$ cat config.mk
export PLATFORM = sky130hd
export DESIGN_NAME = i2c_unhang
export DESIGN_NICKNAME = d
export VERILOG_FILES = /design/src/rtl/i2c_unhang_pkg.sv /design/src/rtl/unhang_phase_timer.sv /design/src/rtl/unhang_sequencer.sv /design/src/rtl/unhang_line_mux.sv /design/src/rtl/i2c_unhang.sv
export SDC_FILE = /design/constraint.sdc
export NUM_CORES = 1
export LEC_CHECK = 0
export CELL_PAD_IN_SITES_DETAIL_PLACEMENT = 1
export CELL_PAD_IN_SITES_GLOBAL_PLACEMENT = 1
export CORE_MARGIN = 3
export CORE_UTILIZATION = 45
export CTS_CLUSTER_DIAMETER = 100
export DETAILED_ROUTE_END_ITERATION = 7
export PLACE_DENSITY = 0.88
export SLEW_MARGIN = 20
export SYNTH_ARGS = -nofsm -noshare
export SYNTH_HDL_FRONTEND = slang
export SYNTH_SLANG_ARGS = --single-unit
export TNS_END_PERCENT = 100
$ cat constraint.sdc
create_clock -name clk -period 3 [get_ports clk]
set_clock_uncertainty 0.05 [all_clocks]
set_input_delay 0.45 -clock clk [delete_from_list [all_inputs] [get_ports clk]]
set_output_delay 0.45 -clock clk [all_outputs]
set_load 0.02 [all_outputs]
$ cat src/rtl/i2c_unhang_pkg.sv
package i2c_unhang_pkg;

  typedef enum logic [2:0] {
    RS_IDLE,
    RS_PARK,
    RS_CLK_HI,
    RS_CLK_LO,
    RS_EXIT_DAT,
    RS_EXIT_CLK
  } rec_state_e;

  typedef struct packed {
    logic scl_low;
    logic sda_low;
  } line_drv_t;

endpackage

$ cat src/rtl/unhang_phase_timer.sv
module unhang_phase_timer #(
  parameter int PHASE_CYCLES = 250
) (
  input  logic clk,
  input  logic rst_n,
  input  logic run_i,
  output logic tick_o
);
  localparam int CW = (PHASE_CYCLES > 1) ? $clog2(PHASE_CYCLES) : 1;
  localparam logic [CW-1:0] LAST = CW'(PHASE_CYCLES - 1);

  logic [CW-1:0] cnt_q, cnt_d;
  logic          cnt_en;

  assign tick_o = run_i && (cnt_q == LAST);
  assign cnt_en = run_i || (cnt_q != '0);

  always_comb begin
    if (!run_i || tick_o) cnt_d = '0;
    else                  cnt_d = cnt_q + 1'b1;
  end

  always_ff @(posedge clk or negedge rst_n) begin
    if (!rst_n)      cnt_q <= '0;
    else if (cnt_en) cnt_q <= cnt_d;
  end
endmodule

$ cat src/rtl/unhang_sequencer.sv
module unhang_sequencer
  import i2c_unhang_pkg::*;
#(
  parameter int MAX_PULSES = 9
) (
  input  logic      clk,
  input  logic      rst_n,
  input  logic      req_i,
  input  logic      tick_i,
  input  logic      sda_i,
  output line_drv_t drv_o,
  output logic      busy_o,
  output logic      init_o,
  output logic      done_o,
  output logic      fail_o
);
  localparam int PCW = $clog2(MAX_PULSES + 1);
  localparam logic [PCW-1:0] PLAST = PCW'(MAX_PULSES);

  rec_state_e     st_q, st_d;
  logic [PCW-1:0] pcnt_q, pcnt_d;
  logic           init_q, init_d;
  logic           fail_q, fail_d;
  logic           done_q, done_d;

  always_comb begin
    st_d   = st_q;
    pcnt_d = pcnt_q;
    init_d = init_q;
    fail_d = fail_q;
    done_d = 1'b0;
    case (st_q)
      RS_IDLE: begin
        if (req_i && !init_q) begin
          st_d   = RS_PARK;
          pcnt_d = '0;
        end
      end
      RS_PARK: if (tick_i) st_d = RS_CLK_HI;
      RS_CLK_HI: begin
        if (tick_i) begin
          if (sda_i) begin
            st_d = RS_EXIT_DAT;
          end else begin
            st_d   = RS_CLK_LO;
            pcnt_d = pcnt_q + 1'b1;
          end
        end
      end
      RS_CLK_LO: begin
        if (tick_i) begin
          if (pcnt_q == PLAST) begin
            st_d   = RS_IDLE;
            init_d = 1'b1;
            fail_d = 1'b1;
            done_d = 1'b1;
          end else begin
            st_d = RS_CLK_HI;
          end
        end
      end
      RS_EXIT_DAT: if (tick_i) st_d = RS_EXIT_CLK;
      RS_EXIT_CLK: begin
        if (tick_i) begin
          st_d   = RS_IDLE;
          init_d = 1'b1;
          fail_d = 1'b0;
          done_d = 1'b1;
        end
      end
      default: st_d = RS_IDLE;
    endcase
  end

  always_comb begin
    drv_o = '{scl_low: 1'b0, sda_low: 1'b0};
    case (st_q)
      RS_PARK:     drv_o = '{scl_low: 1'b1, sda_low: 1'b0};
      RS_CLK_LO:   drv_o = '{scl_low: 1'b1, sda_low: 1'b0};
      RS_EXIT_DAT: drv_o = '{scl_low: 1'b0, sda_low: 1'b1};
      RS_EXIT_CLK: drv_o = '{scl_low: 1'b1, sda_low: 1'b1};
      default:     drv_o = '{scl_low: 1'b0, sda_low: 1'b0};
    endcase
  end

  always_ff @(posedge clk or negedge rst_n) begin
    if (!rst_n) begin
      st_q   <= RS_IDLE;
      pcnt_q <= '0;
      init_q <= 1'b0;
      fail_q <= 1'b0;
      done_q <= 1'b0;
    end else begin
      st_q   <= st_d;
      pcnt_q <= pcnt_d;
      init_q <= init_d;
      fail_q <= fail_d;
      done_q <= done_d;
    end
  end

  assign busy_o = (st_q != RS_IDLE);
  assign init_o = init_q;
  assign done_o = done_q;
  assign fail_o = fail_q;
endmodule

$ cat src/rtl/unhang_line_mux.sv
module unhang_line_mux
  import i2c_unhang_pkg::*;
(
  input  logic      rec_active_i,
  input  logic      master_en_i,
  input  line_drv_t rec_drv_i,
  input  logic      m_scl_i,
  input  logic      m_sda_i,
  output logic      scl_oe_o,
  output logic      sda_oe_o
);
  always_comb begin
    if (rec_active_i) begin
      scl_oe_o = rec_drv_i.scl_low;
      sda_oe_o = rec_drv_i.sda_low;
    end else if (master_en_i) begin
      scl_oe_o = m_scl_i;
      sda_oe_o = m_sda_i;
    end else begin
      scl_oe_o = 1'b0;
      sda_oe_o = 1'b0;
    end
  end
endmodule

$ cat src/rtl/i2c_unhang.sv
module i2c_unhang
  import i2c_unhang_pkg::*;
#(
  parameter int PHASE_CYCLES = 250,
  parameter int MAX_PULSES   = 9
) (
  input  logic clk,
  input  logic rst_n,
  input  logic req_i,
  input  logic m_scl_oe_i,
  input  logic m_sda_oe_i,
  input  logic sda_in_i,
  output logic scl_oe_o,
  output logic sda_oe_o,
  output logic busy_o,
  output logic gnt_o,
  output logic done_o,
  output logic fail_o
);
  line_drv_t rec_drv;
  logic      tick;
  logic      busy;
  logic      init;

  unhang_phase_timer #(.PHASE_CYCLES(PHASE_CYCLES)) u_timer (
    .clk    (clk),
    .rst_n  (rst_n),
    .run_i  (busy),
    .tick_o (tick)
  );

  unhang_sequencer #(.MAX_PULSES(MAX_PULSES)) u_seq (
    .clk    (clk),
    .rst_n  (rst_n),
    .req_i  (req_i),
    .tick_i (tick),
    .sda_i  (sda_in_i),
    .drv_o  (rec_drv),
    .busy_o (busy),
    .init_o (init),
    .done_o (done_o),
    .fail_o (fail_o)
  );

  unhang_line_mux u_mux (
    .rec_active_i (busy),
    .master_en_i  (init),
    .rec_drv_i    (rec_drv),
    .m_scl_i      (m_scl_oe_i),
    .m_sda_i      (m_sda_oe_i),
    .scl_oe_o     (scl_oe_o),
    .sda_oe_o     (sda_oe_o)
  );

  assign busy_o = busy;
  assign gnt_o  = init;
endmodule

==> results by group <==
Status
  – Status: finished clean

Logic synthesis
  – Synth Area per Inst: 9.41 sq um
  – Most used DFF post-synth: dfrtp_1
  – Synthesized instance count: 115
  – Synthesized flop and latch total: 18
  – Yosys warns: 0
  – Synth area leaders: dfrtp_1 (42%), ha_1 (5.8%), nor2_1 (4.2%), nand2_1 (3.5%), buf_6 (3.1%)
  – Register area share after synthesis: 0.416
  – Netlist Area Pre-Place: 1080 sq um
  – Synth Net Count: around 130
  – Yosys top cell area share: 0.416
  – EDFF count, synth: 0
  – Synth area leader: dfrtp_1
  – Synth unique cells: 38
  – Synth async-reset ratio: 1.00

GRT
  – GRT Util Overall: 0.181
  – GR Overflow Total: 0
  – Initial antenna violation count: 0
  – Largest net degree at the start of global routing: 19
  – Number of global-route vias before repair: between 800 and 900
  – First-pass GRT wire length: ~3.8 mm

Pwr
  – Share of power burned in registers: 0.551
  – Sw frac: 0.343
  – Pwr Total: ~670 uW
  – P_sw: between 200 and 250 uW
  – Clk network pwr share: 0.236
  – Worst vdd ir: around 0.00026 V
  – Comb pwr share: 0.213
  – Power per Cell Area: roughly 550 nW/um^2
  – Static Leak: about 0.54 nW
  – Internal power: around 440 uW

Critical path
  – CP required: approximately 2.5 ns
  – Cells along the critical path: or3_1 > clkdlybuf4s50_1
  – Critical path's slowest cell: clkdlybuf4s50_1
  – CP Max Fanout: 12
  – Critical path arrival: between 1.5 and 2 ns
  – WS Path Type: reg -> out
  – Worst setup EP type: output pin
  – Worst setup SP type: flip-flop
  – Slowest stage delay, CP: approximately 0.58 ns

Routing
  – Met2 wire length: around 1.2 mm
  – Total number of vias: 870
  – Drt first pass iters: 4
  – DR WL/cell: between 15 and 20 microns
  – Routed Antenna Nets: 0
  – DR iter-0 viols: 7
  – Avg Vias per Cell: about 5.7
  – Total Wirelength: 2.35 mm
  – Max Used Layer: met4
  – DRC violations left: 0
  – M1 WL: around 1.0 mm
  – Met3 WL: roughly 70 microns

Clock network
  – CTS Buf Count: 3
  – Clock root buffer master: clkbuf_4
  – Hold_buf cts: 0
  – Post-cts sizing count: 0
  – Clock Sinks: 18
  – Clk slew on worst S/H paths: 0.11 ns
  – CTS tree: yes
  – Longest Clk Path Bufs: 2
  – Clk Latency, worst-skew pair: a little over 0.3 ns
  – Htree depth: 1
  – Setup bufs post-CTS: 0

STA
  – Slew Limit Fails: 0
  – RSZ-0062 raised after global routing: false
  – Final period utilization: 0.808
  – Max Fclk: between 400 and 500 MHz
  – Hold Fails Final Rpt: 0
  – Total negative setup slack: 0 ns
  – Final Critical Period: 2.42 ns
  – Fin worst setup slack: 0.577 ns
  – Final setup violation count: 0
  – Slew headroom: 0.445
  – Worst slew pin tran: a little over 0.8 ns

Placement
  – I/O Buffers: 11
  – Place WS: ~0.75 ns
  – Routability congestion estimate: slightly above 0.7
  – Detailed placement HPWL: 1.78 mm

Job
  – Maxcap violations: 0

Floorplanning
  – Die Ht: ~55 microns
  – Die Area: ~3000 sq um
  – Core Box Area: roughly 2300 sq um
  – Rows: 17
  – Die Wd: between 50 and 60 microns
  – Top-Level Pins: 12
  – Initial Util: 0.480

Worst hold path
  – Worst Hold Class: reg -> reg

Cells and area
  – Fin util: 0.541
  – Area Growth Syn to Fin: 12.6%
  – ANT cells: 0
  – Nets: roughly 140
  – Ratio of cells with drive above 1 in the final layout: 0.0887
## area by class of cell
cell class                      count  area, sq um
Tap cell                           28         35.0
Timing Repair Buffer               11          110
Inverter                            8         30.0
Multi-Input combinational cell     83          557
Clock buffer                        4         36.3
Sequential cell                    18          450
Fill cell                         274         1040
## flip-flops by register name, indices dropped and copies added (netlist names)
name	cells
u_seq.fail_o	1
u_seq.pcnt_q	4
u_seq.done_o	1
u_seq.init_o	1
u_timer.cnt_q	8
u_seq.st_q	3
## path summary, 6_finish.rpt
path,start,end,slack [ns],cells past startpoint
setup / recovery,u_seq.st_q[2],busy_o,0.58,2
hold reg to reg,u_seq.pcnt_q[2],u_seq.pcnt_q[2],0.47,1
min in group asynchronous,rst_n,u_timer.cnt_q[6],0.55,1
max in group asynchronous,rst_n,u_timer.cnt_q[3],1.83,1
setup reg to reg,u_timer.cnt_q[1],u_seq.pcnt_q[0],1.00,6
hold / removal,u_seq.pcnt_q[2],u_seq.pcnt_q[2],0.47,1
## worst max-delay path: cells and delay by family (launching register included)
| family | cells | cell delay, ns |
|---|---|---|
| and+or+nand+nor | 1 | 0.51 |
| buffers and inverters | 1 | 0.58 |
| DFF | 1 | 0.52 |
## cell families after synthesis
group	count (synthesis)	share of synthesized area
muxes	2	0.0185
AOI/OAI and AO/OA	22	0.147
buffers and inverters	14	0.0694
DFF	18	0.416
and+or+nand+nor	48	0.243
xor gates and xnor gates	6	0.0486
adders and majority gates	5	0.0578
## stage by stage
step / hold slack [ns] / std cells / area [sq um]
after floorplan: 0.104 / 115 / 1080
after global placement: 0.449 / 148 / 1180
after detailed placement: 0.454 / 148 / 1180
after CTS: 0.471 / 152 / 1220
after global routing: 0.492 / 152 / 1220
final: 0.474 / 152 / 1220
## cells in the mapped netlist, drive strengths merged, types with 2 or more instances
master	count
dfrtp	18
nor2	12
nand2	10
inv	8
ha	5
nand3	5
o21ai	5
a21oi	4
nor2b	4
or3	4
buf	3
clkbuf	3
nor3	3
xnor2	3
xor2	3
a31oi	2
mux2i	2
nand4	2
nor3b	2
o22ai	2
## power by group through the flow
stage               clock network, mW  logic [mW]  registers, mW
finish                          0.158       0.142          0.369
CTS                             0.165       0.146          0.368
global route                    0.176       0.162          0.376
floorplan                           0       0.134          0.342
global placement                    0       0.130          0.368
detailed placement                  0       0.145          0.373
## layout by cell type, fill, tap and decap left out, types with 3 or more instances in the layout
cell type and instances:
xnor2_1 3, dfrtp_1 18, clkbuf_4 3, ha_1 5, o21ai_0 5, nand2_1 10, inv_1 8, clkdlybuf4s50_1 11
or3_1 3, nor2b_1 4, xor2_1 3, a21oi_1 4, nand3_1 5, nor2_1 12
## routing by layer
layer / global-route usage / vias to the layer above
met1: 0.199 / 428
met4: 0.109 / 0
li1: - / 421
met2: 0.319 / 16
met5: 0 / -
met3: 0.0349 / 5
No activity file was read; power rests on OpenSTA's default activity.
